`src/rtl/swbus_pkg.sv`:
```
package swbus_pkg;

  typedef enum logic [1:0] {
    CMD_RESET = 2'b00,
    CMD_WRITE = 2'b01,
    CMD_READ  = 2'b10,
    CMD_NONE  = 2'b11
  } cmd_e;

  typedef struct packed {
    logic timerClr;
    logic sampleRead;
    logic samplePres;
  } strobes_t;

endpackage

```
`src/rtl/swbus_datapath.sv`:
```
module swbus_datapath
  import swbus_pkg::*;
#(
  parameter int DIV  = 50,
  parameter int US_W = 10
) (
  input  logic            clk,
  input  logic            rstN,
  input  strobes_t        strobes,
  input  logic            busIn,
  output logic [US_W-1:0] usCnt,
  output logic            usStep,
  output logic            rdBit,
  output logic            presence
);

  localparam int DIV_W = (DIV > 1) ? $clog2(DIV) : 1;
  localparam logic [DIV_W-1:0] DIV_LAST = DIV_W'(DIV - 1);
  localparam logic [US_W-1:0] US_MAX = {US_W{1'b1}};

  logic [DIV_W-1:0] divCnt;
  logic             tick;
  logic [1:0]       syncQ;
  logic             busS;

  assign tick = (divCnt == DIV_LAST);
  assign busS = syncQ[1];

  // microsecond timebase, restarted by the control at each command
  always_ff @(posedge clk) begin
    if (!rstN) begin
      divCnt <= '0;
      usCnt  <= '0;
      usStep <= 1'b0;
    end else if (strobes.timerClr) begin
      divCnt <= '0;
      usCnt  <= '0;
      usStep <= 1'b0;
    end else begin
      usStep <= tick;
      if (tick) begin
        divCnt <= '0;
        if (usCnt != US_MAX) usCnt <= usCnt + 1'b1;
      end else begin
        divCnt <= divCnt + 1'b1;
      end
    end
  end

  // two-stage synchronizer, idle level high
  always_ff @(posedge clk) begin
    if (!rstN) syncQ <= 2'b11;
    else       syncQ <= {syncQ[0], busIn};
  end

  // sample registers
  always_ff @(posedge clk) begin
    if (!rstN) begin
      rdBit    <= 1'b0;
      presence <= 1'b0;
    end else begin
      if (strobes.sampleRead) rdBit    <= busS;
      if (strobes.samplePres) presence <= !busS;
    end
  end

  assert_pres_hold_R8: assert property (@(posedge clk) disable iff (!rstN)
    !strobes.samplePres |=> $stable(presence));

  assert_rd_hold_R8: assert property (@(posedge clk) disable iff (!rstN)
    !strobes.sampleRead |=> $stable(rdBit));

  assert_timer_restart_R1: assert property (@(posedge clk) disable iff (!rstN)
    strobes.timerClr |=> (usCnt == '0) && !usStep);

endmodule

```
`src/rtl/swbus_control.sv`:
```
module swbus_control
  import swbus_pkg::*;
#(
  parameter int US_W           = 10,
  parameter int RST_LOW_US     = 480,
  parameter int PRES_SAMPLE_US = 70,
  parameter int RST_TOTAL_US   = 960,
  parameter int REL_US         = 6,
  parameter int READ_SAMPLE_US = 12,
  parameter int SLOT_US        = 65,
  parameter int RECOV_US       = 5
) (
  input  logic            clk,
  input  logic            rstN,
  input  logic            start,
  input  logic [1:0]      cmd,
  input  logic            dataBit,
  input  logic [US_W-1:0] usCnt,
  input  logic            usStep,
  output strobes_t        strobes,
  output logic            busLow,
  output logic            busy,
  output logic            done
);

  localparam logic [US_W-1:0] PRES_AT  = US_W'(RST_LOW_US + PRES_SAMPLE_US);
  localparam logic [US_W-1:0] READ_AT  = US_W'(READ_SAMPLE_US);
  localparam logic [US_W-1:0] RST_LOW  = US_W'(RST_LOW_US);
  localparam logic [US_W-1:0] RST_END  = US_W'(RST_TOTAL_US);
  localparam logic [US_W-1:0] REL_AT   = US_W'(REL_US);
  localparam logic [US_W-1:0] SLOT_LOW = US_W'(SLOT_US);
  localparam logic [US_W-1:0] SLOT_END = US_W'(SLOT_US + RECOV_US);

  typedef enum logic {ST_IDLE, ST_ACTIVE} state_e;

  state_e          state;
  cmd_e            curCmd;
  logic            curBit;
  logic [US_W-1:0] lowEnd;
  logic [US_W-1:0] endAt;
  logic            accept;
  logic            finish;

  assign accept = (state == ST_IDLE) && start && (cmd_e'(cmd) != CMD_NONE);
  assign busy   = (state == ST_ACTIVE);

  always_comb begin
    case (curCmd)
      CMD_RESET: begin lowEnd = RST_LOW; endAt = RST_END; end
      CMD_WRITE: begin lowEnd = curBit ? REL_AT : SLOT_LOW; endAt = SLOT_END; end
      default:   begin lowEnd = REL_AT; endAt = SLOT_END; end
    endcase
  end

  assign finish = (state == ST_ACTIVE) && (usCnt == endAt);

  always_comb begin
    strobes.timerClr   = accept;
    strobes.sampleRead = (state == ST_ACTIVE) && (curCmd == CMD_READ) &&
                         usStep && (usCnt == READ_AT);
    strobes.samplePres = (state == ST_ACTIVE) && (curCmd == CMD_RESET) &&
                         usStep && (usCnt == PRES_AT);
  end

  always_ff @(posedge clk) begin
    if (!rstN) begin
      state  <= ST_IDLE;
      curCmd <= CMD_RESET;
      curBit <= 1'b0;
      busLow <= 1'b0;
      done   <= 1'b0;
    end else begin
      done <= 1'b0;
      case (state)
        ST_IDLE: begin
          if (accept) begin
            state  <= ST_ACTIVE;
            curCmd <= cmd_e'(cmd);
            curBit <= dataBit;
            busLow <= 1'b1;
          end
        end
        default: begin
          if (finish) begin
            state  <= ST_IDLE;
            done   <= 1'b1;
            busLow <= 1'b0;
          end else begin
            busLow <= (usCnt < lowEnd);
          end
        end
      endcase
    end
  end

  assert_done_single_R6: assert property (@(posedge clk) disable iff (!rstN)
    done |=> !done);

  assert_start_takes_R6: assert property (@(posedge clk) disable iff (!rstN)
    (!busy && start && (cmd != 2'b11)) |=> busy && busLow);

  assert_low_in_cmd_R1: assert property (@(posedge clk) disable iff (!rstN)
    busLow |-> busy);

  assert_busy_ignore_R7: assert property (@(posedge clk) disable iff (!rstN)
    (busy && start) |=> $stable(curCmd) && $stable(curBit));

  assert_end_released_R9: assert property (@(posedge clk) disable iff (!rstN)
    $fell(busy) |-> done && !busLow);

  assert_reserved_R10: assert property (@(posedge clk) disable iff (!rstN)
    (!busy && start && (cmd == 2'b11)) |=> !busy);

endmodule

```
`src/rtl/swbus_master.sv`:
```
module swbus_master
  import swbus_pkg::*;
#(
  parameter int CLK_HZ         = 50_000_000,
  parameter int RST_LOW_US     = 480,
  parameter int PRES_SAMPLE_US = 70,
  parameter int RST_TOTAL_US   = 960,
  parameter int REL_US         = 6,
  parameter int READ_SAMPLE_US = 12,
  parameter int SLOT_US        = 65,
  parameter int RECOV_US       = 5
) (
  input  logic       clk,
  input  logic       rstN,
  input  logic       start,
  input  logic [1:0] cmd,
  input  logic       dataBit,
  input  logic       busIn,
  output logic       busLow,
  output logic       busy,
  output logic       done,
  output logic       presence,
  output logic       rdBit
);

  localparam int DIV_RAW = CLK_HZ / 1_000_000;
  localparam int DIV     = (DIV_RAW < 1) ? 1 : DIV_RAW;
  localparam int SLOT_TOTAL = SLOT_US + RECOV_US;
  localparam int MAX_US  = (RST_TOTAL_US > SLOT_TOTAL) ? RST_TOTAL_US : SLOT_TOTAL;
  localparam int US_W    = $clog2(MAX_US + 2);

  strobes_t        strobes;
  logic [US_W-1:0] usCnt;
  logic            usStep;

  swbus_control #(
    .US_W(US_W), .RST_LOW_US(RST_LOW_US), .PRES_SAMPLE_US(PRES_SAMPLE_US),
    .RST_TOTAL_US(RST_TOTAL_US), .REL_US(REL_US), .READ_SAMPLE_US(READ_SAMPLE_US),
    .SLOT_US(SLOT_US), .RECOV_US(RECOV_US)
  ) i_control (
    .clk(clk), .rstN(rstN), .start(start), .cmd(cmd), .dataBit(dataBit),
    .usCnt(usCnt), .usStep(usStep), .strobes(strobes),
    .busLow(busLow), .busy(busy), .done(done)
  );

  swbus_datapath #(.DIV(DIV), .US_W(US_W)) i_datapath (
    .clk(clk), .rstN(rstN), .strobes(strobes), .busIn(busIn),
    .usCnt(usCnt), .usStep(usStep), .rdBit(rdBit), .presence(presence)
  );

endmodule

```
`config.mk`:
```
export PLATFORM = sky130hd
export DESIGN_NAME = swbus_master
export DESIGN_NICKNAME = d
export VERILOG_FILES = /design/src/rtl/swbus_pkg.sv /design/src/rtl/swbus_datapath.sv /design/src/rtl/swbus_control.sv /design/src/rtl/swbus_master.sv
export SDC_FILE = /design/constraint.sdc
export NUM_CORES = 1
export LEC_CHECK = 0
export BUFFER_PORTS_ARGS = -buffer_cell sky130_fd_sc_hd__buf_2
export CORE_MARGIN = 2
export CORE_UTILIZATION = 52
export CTS_CLUSTER_SIZE = 40
export DETAILED_ROUTE_END_ITERATION = 10
export PLACE_DENSITY = 0.72
export SYNTH_ARGS = -nofsm -noshare
export SYNTH_HDL_FRONTEND = slang
export SYNTH_SLANG_ARGS = --single-unit
```
`constraint.sdc`:
```
create_clock -name clk -period 1.7 [get_ports clk]
set_input_delay 0.17 -clock clk [delete_from_list [all_inputs] [get_ports clk]]
set_output_delay 0.17 -clock clk [all_outputs]
set_load 0.02 [all_outputs]
```
==> flow_summary.json, run 1 <==
{
  "status": "finished, violations left",
  "violations": "setup timing",
  "synth-compound-area-share": 0.1745,
  "die_h_um": 56.90,
  "min_period_ps": 1705,
  "hold_path_depth": 2,
  "drt_wl_total_um": 3661,
  "netlist-cell-type-count": 47,
  "synth_xor_area_frac": 0.02408,
  "yosysWarnings": 0,
  "slew_viol_final": 0,
  "ys_seq_area_frac": 0.3715,
  "synthArstFlopShare": 0,
  "p_total_mw": 1.081,
  "coreArea_mm2": 0.002710,
  "first_pass_iters": 5,
  "cts_buffer_depth": 2,
  "synth_area_leaders": "dfxtp_1 37%, ha_1 9.5%, a21oi_1 4.8%",
  "required_ps": 1950,
  "wl_per_cell_um": 15.65,
  "clkPwrFrac": 0.257,
  "grt_max_degree": 15,
  "relSlewSlack": 0.6941,
  "worst_slack_ps": -4.551,
  "die_area_mm2": 0.003238,
  "synth_top_cell_area_share": 0.3715,
  "worstSetupStartpointType": "register",
  "holdBufCountCts": 0,
  "finalSetupViolCount": 1,
  "worst-path-stages": 6,
  "crit_path_max_fanout": 5,
  "ir_worst_vdd_uv": 470.1,
  "max_cap_violations": 0,
  "finalCritPeriodShare": 1.003,
  "diodes": 0,
  "track_usage": 0.2424,
  "nets": 222,
  "antenna_found_initial": 0,
  "ff2ff_path_depth": 6,
  "synth_edf_count": 0,
  "initialDrtViolationCount": 66,
  "grt_pass1_wl_um": 6244,
  "drive_above_1_share": 0.3251,
  "hold_viol": 0,
  "dp_slack_ps": -100.5,
  "initial_core_util": 0.5369,
  "grt-ovfl-total": 0,
  "syn_to_final_growth_pct": 27.08,
  "ant_nets": 0,
  "netSwitchingFraction": 0.2557,
  "vias": 1419,
  "slowest_delay_ps": 380,
  "rows": 19,
  "hold_class": "primary input to register",
  "gp_congestion": 0.9011,
  "internal_power_uw": 804.3,
  "highest_layer": "met4",
  "cts.clk_slew.worst_paths_ps": 140,
  "worstHoldStart": "busIn",
  "dp_hpwl_um": 2716,
  "synth_nets": 187,
  "synth_common_cells": "27 x dfxtp_1, 16 x nand2_1, 14 x a21oi_1",
  "skew_ps": 3.198,
  "clock-root-buffer": "clkbuf_4",
  "synthAdderAreaFrac": 0.09458,
  "avgSynthCellArea_um2": 8.610,
  "fin_util": 0.6824,
  "power.switching_uw": 276.3,
  "critical_path_buf_inv_count": 0,
  "clock_sinks": 27,
  "htree_levels": 1,
  "port_buffers": 11,
  "viasPerCell": 6.064,
  "rsz0062_at_grt": "yes",
  "dr_wl_met3_um": 194,
  "critPathCaptureType": "register",
  "worst_pin_slew_ps": 458.9,
  "cts_tree": "yes",
  "die_x_um": 56.90,
  "synth_most_common_cell": "dfxtp_1",
  "path_delay_family": "compound AO/OA/AOI/OAI gates",
  "placed_area_mm2": 0.001712,
  "r2r_start": "i_control.curCmd[1]",
  "io_pins": 12,
  "synthCells": 169,
  "final_cell_area_mm2": 0.001849,
  "synth_area_mm2": 0.001455,
  "synthFlopType": "dfxtp_1",
  "drc": 0,
  "powerDensity_mw_per_mm2": 584.3,
  "wl_met2_um": 1796,
  "yosys.area.top_type": "dfxtp_1",
  "power.share.sequential": 0.613,
  "synth_top_family_by_area": "simple AND/OR/NAND/NOR gates",
  "criticalPathCategory": "register to register",
  "muxShareOfSynthArea": 0.006879,
  "worstPathCellList": "or2_4 -> ha_4 -> o211ai_1 -> nor3_1 -> a221o_1 -> a221oi_2",
  "crit_start": "i_control.curCmd[1]",
  "cts_buffers": 3,
  "fillers": 218,
  "pwr-share-comb": 0.130,
  "synth-simple-area-share": 0.2932,
  "grt_pass1_vias": 1414,
  "cp_slowest_cell": "dfxtp_2",
  "clock_latency_ps": 320,
  "arrival_ps": 1950,
  "ys_ff_latch": 27,
  "met1_length_um": 1608,
  "clock.fmax_ghz": 0.5867,
  "p_leak_nw": 0.7591
}
-- area by class of cell --
class	instances	area (um^2)	share of cell area
Inverter	7	26.28	0.01421
Sequential cell	27	553.0	0.2991
Multi-Input combinational cell	130	969.7	0.5244
Clock buffer	4	26.28	0.01421
Tap cell	31	38.79	0.02097
Timing Repair Buffer	35	235.2	0.1272
-- per-stage QoR --
stage	TNS, ps	cells	hold slack [ps]
after floorplan	0	169	243.0
after CTS	-6.498	232	40.34
after detailed placement	-395.6	228	379.2
final	-4.551	234	34.52
after global placement	-118.7	228	355.4
after global routing	-75.49	234	21.40
-- placed cells by master (no fill, tap or decap), types with 3 or more instances in the layout --
cell	netlist	layout
o21ai_0	6	5
nor4_1	4	4
nor2_1	11	11
nor3_1	4	4
nand2_1	16	16
dfxtp_2	0	4
buf_4	0	24
o31ai_1	4	4
a21oi_2	0	3
or3_1	5	4
nand4_1	5	5
ha_1	11	8
dfxtp_1	27	21
inv_1	6	5
a21o_1	3	3
nand3_1	7	7
a21oi_1	14	10
clkbuf_4	0	3
ha_4	0	3
buf_2	2	11
-- state kept, by name, summed over array words and instances (netlist names) --
signal               count
i_datapath.usCnt        10
i_datapath.syncQ         2
i_datapath.rdBit         1
i_control.busLow         1
i_datapath.presence      1
i_datapath.divCnt        6
i_control.done           1
i_control.busy           1
i_control.curBit         1
i_control.curCmd         2
i_datapath.usStep        1
-- power by group through the flow --
stage,logic [mW],clock network [mW],registers [mW]
floorplan,0.0643,0,0.679
global placement,0.118,0,0.671
detailed placement,0.125,0,0.672
CTS,0.129,0.277,0.660
global route,0.155,0.307,0.665
finish,0.140,0.278,0.662
-- final timing paths --
check             slack (ps)                  end
hold / removal            30  i_datapath.syncQ[0]
setup / recovery          -5     i_control.busLow
setup reg to reg          -5     i_control.busLow
hold reg to reg          440  i_datapath.syncQ[1]
-- worst reg2reg max path: stages (launching register included) --
cell,delay (ps)
dfxtp_2,380
or2_4,290
ha_4,220
o211ai_1,70
nor3_1,70
a221o_1,350
a221oi_2,260
-- kinds of logic after synthesis --
group	after synthesis
xor gates and xnor gates	4
adders and majority gates	11
buffers and inverters	13
muxes	1
and+or+nand+nor	74
DFF	27
AOI/OAI and AO/OA	39
-- per-layer routing --
metal  vias up  track usage
li1        696            -
met1       675       0.3167
met2        38       0.4039
met3        10      0.02304
met4         0       0.1096
met5         -            0
-- timing repair --
action	in CTS	in global routing
pin swaps	1	6
endpoints found under the setup margin	7	8
endpoints found under the hold margin	0	0
setup buffers	0	1
gates cloned	0	1
gates resized for setup	11	16
No activity file was read; power rests on OpenSTA's default activity.
==> run 2, diff against run 1 <==
- CORE_UTILIZATION: 52 -> 58
- PLACE_DENSITY: 0.72 -> 0.76
- clock period: 1.7 -> 1.8 ns (I/O delays scaled with it)
==> run 2 against run 1 <==
  * Hold slack lost 2.7 ps
  * Cell count decreased by 3.4%
  * Clock skew about the same
  * Largest power group unchanged
  * Sequential share of layout area up 1.4 points
  * The run now ends clean
  * Critical endpoint is now i_datapath.presence
  * Power decreased by 7.1%
==> flow_summary.json, run 2 (same netlist as run 1, synthesis figures left out) <==
{
  "status": "finished, final reports clean",
  "grt_pass1_wl_um": 5506,
  "stdcell_count": 226,
  "worstSetupStartpointType": "register",
  "required_ps": 2060,
  "relSlewSlack": 0.6488,
  "crit_path_frequent_cell": "or3_1",
  "cts_tree": "yes",
  "initial_core_util": 0.5983,
  "clock_latency_ps": 320,
  "endpoint": "i_datapath.presence",
  "gr-usage-met1": 0.3567,
  "grt_util_met3": 0.03889,
  "cts.clk_slew.worst_paths_ps": 140,
  "io_pins": 12,
  "cts_buffer_depth": 2,
  "gp_congestion": 0.8405,
  "drc": 0,
  "crit_path_max_fanout": 4,
  "hold_viol": 0,
  "drive_above_1_share": 0.2449,
  "slew_viol_final": 0,
  "ant_nets": 0,
  "coreArea_mm2": 0.002432,
  "htree_levels": 1,
  "arrival_ps": 2010,
  "grt_max_degree": 16,
  "clock.fmax_ghz": 0.5725,
  "dp_hpwl_um": 2561,
  "crit_start": "i_control.curCmd[0]",
  "worst_slack_ps": 53.29,
  "min_period_ps": 1747,
  "vias": 1365,
  "die_x_um": 54.09,
  "grt_pass1_vias": 1270,
  "slowest_delay_ps": 400,
  "rr_endpoint": "i_datapath.presence",
  "cp_slowest_cell": "or3b_4",
  "ff2ff_path_depth": 5,
  "largest_reg_flops": 10,
  "hold_class": "primary input to register",
  "clock-root-buffer": "clkbuf_4",
  "finalCritPeriodShare": 0.9704,
  "worstHoldStart": "busIn",
  "viasPerCell": 6.040,
  "cts_setup_buffers": 0,
  "diodes": 0,
  "top_register": "i_datapath.usCnt",
  "syn_to_final_growth_pct": 19.35,
  "reg2reg_slack_ps": 50,
  "grt-ovfl-total": 0,
  "die_h_um": 54.09,
  "drt_wl_total_um": 3461,
  "ir_worst_vdd_uv": 583.9,
  "nets": 215,
  "worst_pin_slew_ps": 522.1,
  "final_cell_mix": "24 x dfxtp_1, 18 x buf_4, 16 x nand2_1",
  "r2r_start": "i_control.curCmd[0]",
  "clock_sinks": 27,
  "port_buffers": 11,
  "rows": 18,
  "first_pass_iters": 4,
  "cts_buffers": 3,
  "track_usage": 0.2619,
  "holdBufCountCts": 0,
  "grt_busiest_layer": "met2",
  "dp_slack_ps": -56.93,
  "critPathCaptureType": "register",
  "grtUsageMet2": 0.4248,
  "p_leak_nw": 0.7242,
  "skew_ps": 3.263,
  "reg_top3": "i_datapath.usCnt (10), i_datapath.divCnt (6)",
  "initialDrtViolationCount": 74,
  "powerDensity_mw_per_mm2": 578.2,
  "final_common_cell": "dfxtp_1",
  "antenna_found_initial": 0,
  "criticalPathCategory": "register to register",
  "place_inst": 222,
  "die_area_mm2": 0.002926,
  "max_cap_violations": 0,
  "finalSetupViolCount": 0,
  "wl_per_cell_um": 15.31,
  "worstPathCellList": "buf_4 -> or3b_4 -> or3_1 -> or3_1 -> a21oi_1"
}
[run 2: stage by stage]
step	instance area, um^2	hold slack [ps]	setup TNS (ps)	power [mW]	util
final	1737	31.80	0	1.004	0.7140
after CTS	1710	29.43	0	1.001	0.7032
after global placement	1658	365.5	0	0.7356	0.6816
after detailed placement	1658	374.5	-56.93	0.7406	0.6816
after global routing	1737	18.73	-29.64	1.043	0.7140
after floorplan	1455	253.0	0	0.6987	-
[run 2: metal layers]
layer  wire [um]  vias to the layer above
li1            -                      677
met1        1599                      643
met2        1611                       41
met3         220                        4
met4          29                        0
met5           0                        -
[run 2: layout make-up]
class	count	area, um^2
Multi-Input combinational cell	129	910.9
Fill cell	206	695.7
Sequential cell	27	544.3
Timing Repair Buffer	29	190.2
Tap cell	30	37.54
Inverter	7	26.28
Clock buffer	3	22.52
Clock inverter	1	5.005
[run 2: how the worst min path moves through the flow]
stage                          endpoint  slack [ps]  depth (start not counted)
finish              i_datapath.syncQ[0]          30                          2
global route        i_datapath.syncQ[0]          20                          2
CTS                 i_datapath.syncQ[0]          30                          2
detailed placement  i_datapath.syncQ[0]         370                          2
global placement    i_datapath.syncQ[0]         370                          2
floorplan           i_datapath.syncQ[0]         250                          1
[run 2: power breakdown]
group,internal (mW),switching [mW]
sequential,0.613,0.0135
clock,0.0833,0.180
combinational,0.0506,0.0639
total,0.747,0.257
[run 2: worst max-delay path, delay by kind of cell (launching register included)]
| kind | cells | cell delay [ps] |
|---|---|---|
| AO/OA/AOI/OAI | 1 | 130 |
| flip-flops | 1 | 370 |
| buffers and inverters | 1 | 150 |
| AND/OR/NAND/NOR | 3 | 1050 |
[run 2: repair_timing]
item,in CTS,in global routing
gates resized for setup,7,6
endpoints found under the setup margin,5,8
pin swaps,0,0
==> run 3, diff against run 2 <==
- SYNTH_HIERARCHICAL: default -> 1
==> run 3 against run 2 <==
  * Power up 2.9%
  * Critical path depth up 1
  * Clock skew up 6.8 ps
  * Utilization down 0.84 points
  * Critical endpoint is now i_datapath/usCnt[8]
==> flow_summary.json, run 3 <==
{
  "status": "finished, final reports clean",
  "placed_area_mm2": 0.001609,
  "fin_tns_setup_ps": 0,
  "reg_top3": "i_datapath/usCnt (10), i_datapath/divCnt (6)",
  "drc": 0,
  "grt_pass1_wl_um": 5271,
  "finalCritPeriodShare": 0.9764,
  "hold_class": "primary input to register",
  "hold_viol": 0,
  "worst-path-stages": 6,
  "synth_edf_count": 0,
  "die_area_mm2": 0.002895,
  "synth_common_cells": "27 x dfxtp_1, 23 x nor2_1, 15 x nand2_1",
  "holdPathEnd": "i_datapath/syncQ[0]",
  "track_usage": 0.2491,
  "clock.fmax_ghz": 0.5690,
  "ir_worst_vdd_uv": 576.4,
  "die_x_um": 53.81,
  "gp_congestion": 0.9213,
  "worst_slack_ps": 42.47,
  "cp_slowest_cell": "or4_2",
  "drive_above_1_share": 0.2565,
  "diodes": 0,
  "powerDensity_mw_per_mm2": 607.8,
  "ys_seq_area_frac": 0.3757,
  "clock_latency_ps": 340,
  "synthCells": 164,
  "rr_endpoint": "i_datapath/usCnt[8]",
  "crit_path_frequent_cell": "nor3_1",
  "min_period_ps": 1758,
  "synth_nets": 180,
  "place_inst": 215,
  "yosys.area.top_type": "dfxtp_1",
  "htree_levels": 1,
  "critical_path_buf_inv_count": 1,
  "largest_reg_flops": 10,
  "synth_xor_area_frac": 0.02435,
  "r2r_start": "i_datapath/divCnt[1]",
  "rsz0062_at_grt": "yes",
  "synth_top_cell_area_share": 0.3757,
  "required_ps": 2040,
  "io_pins": 12,
  "hold_path_depth": 2,
  "initialDrtViolationCount": 72,
  "synth_top_family_by_area": "simple AND/OR/NAND/NOR gates",
  "path_delay_family": "simple AND/OR/NAND/NOR gates",
  "port_buffers": 11,
  "synth_most_common_cell": "dfxtp_1",
  "synth_area_leaders": "dfxtp_1 38%, ha_1 7.8%, nor2_1 6.0%",
  "clock_sinks": 27,
  "grt_pass1_vias": 1240,
  "worst_pin_slew_ps": 447.4,
  "yosysWarnings": 6,
  "coreArea_mm2": 0.002410,
  "worstHoldStart": "busIn",
  "worstSetupStartpointType": "register",
  "vias": 1348,
  "first_pass_iters": 4,
  "skew_ps": 10.07,
  "viasPerCell": 6.100,
  "reg2reg_slack_ps": 40,
  "ff2ff_path_depth": 6,
  "synth_area_mm2": 0.001439,
  "cts.clk_slew.worst_paths_ps": 160,
  "slowest_delay_ps": 700,
  "slew_viol_final": 0,
  "dp_hpwl_um": 2412,
  "avgSynthCellArea_um2": 8.774,
  "top_register": "i_datapath/usCnt",
  "p_total_mw": 1.033,
  "synthFlopType": "dfxtp_1",
  "muxShareOfSynthArea": 0.04174,
  "grt_max_degree": 17,
  "rows": 18,
  "fin_util": 0.7056,
  "cts_tree": "yes",
  "die_h_um": 53.81,
  "stdcell_count": 221,
  "hold_slack_ps": 8.437,
  "antenna_found_initial": 0,
  "worstPathCellList": "inv_1 -> ha_1 -> nand4b_4 -> or4_2 -> nor3_1 -> nor3_1",
  "arrival_ps": 2000,
  "max_cap_violations": 0,
  "holdBufCountCts": 0,
  "nets": 208,
  "cts_buffer_depth": 2,
  "p_leak_nw": 0.7230,
  "synth-simple-area-share": 0.3191,
  "final_cell_mix": "22 x nor2_1, 22 x dfxtp_1, 15 x nand2_1, 15 x buf_4, 11 x buf_2",
  "fillers": 185,
  "synthArstFlopShare": 0,
  "ant_nets": 0,
  "crit_path_max_fanout": 4,
  "critPathCaptureType": "register",
  "final_cell_area_mm2": 0.001700,
  "initial_core_util": 0.5971,
  "ys_ff_latch": 27,
  "dp_slack_ps": 13.58,
  "synth-compound-area-share": 0.1313,
  "grt-ovfl-total": 0,
  "criticalPathCategory": "register to register",
  "syn_to_final_growth_pct": 18.17,
  "clock-root-buffer": "clkbuf_4",
  "cts_buffers": 3,
  "relSlewSlack": 0.7011,
  "netlist-cell-type-count": 44,
  "wl_per_cell_um": 14.72,
  "synthAdderAreaFrac": 0.07826,
  "finalSetupViolCount": 0,
  "drt_wl_total_um": 3253
}
## run 3: cell count changes in the layout (fill, tap and decap cells not counted), sizes merged, moves of 3 or more
cell   before  now
a21oi      14    5
nor2b       1    6
nor2       11   23
mux2i       1    6
buf        29   26
and3        3    0
## run 3: worst max-delay path by stage
| stage | startpoint | to | slack (ps) |
|---|---|---|---|
| 2_1_floorplan | i_datapath/usCnt[1] | i_datapath/usCnt[6] | 50 |
| 3_3_place_gp | i_control/curCmd[0] | i_control/busLow | 60 |
| 3_5_place_dp | i_datapath/divCnt[1] | i_datapath/usCnt[7] | 10 |
| 4_1_cts | i_control/curCmd[1] | i_control/busLow | 7 |
| 5_1_grt | i_datapath/divCnt[1] | i_datapath/usCnt[8] | -10 |
| 6_report | i_datapath/divCnt[1] | i_datapath/usCnt[8] | 40 |
## run 3: kinds of logic (layout without fill, tap and decap cells)
logic type | count (synthesis) | count (layout)
fa+ha+maj | 9 | 9
flops | 27 | 27
buf+inv | 8 | 35
mux | 6 | 6
simple gates | 85 | 85
xor+xnor | 4 | 4
compound gates | 25 | 25
## run 3: final cells by class
cell class | count | area (um^2) | area share
Clock buffer | 3 | 22.52 | 0.01325
Clock inverter | 1 | 7.507 | 0.004415
Inverter | 4 | 15.01 | 0.008830
Multi-Input combinational cell | 129 | 888.4 | 0.5224
Sequential cell | 27 | 549.3 | 0.3230
Tap cell | 30 | 37.54 | 0.02208
Timing Repair Buffer | 27 | 180.2 | 0.1060
## run 3: power breakdown
part	leakage, nW	internal (mW)	switching, mW
clock network	0.0139	0.0852	0.194
registers	0.222	0.614	0.0204
logic	0.487	0.0544	0.0646
total	0.723	0.754	0.279
## run 3: repair_timing
item / in CTS / in global routing
endpoints found under the setup margin: 2 / 8
pin swaps: 0 / 3
buffers inserted: 0 / 2
gates resized for setup: 2 / 15
## run 3: metal layers
layer  vias to the layer above  routed length (um)  track usage
met5                         -                   0            0
met4                         0                  41       0.1026
met3                         9                 184      0.03611
met2                        55                1555       0.4187
met1                       628                1471       0.3168
li1                        656                   -            -
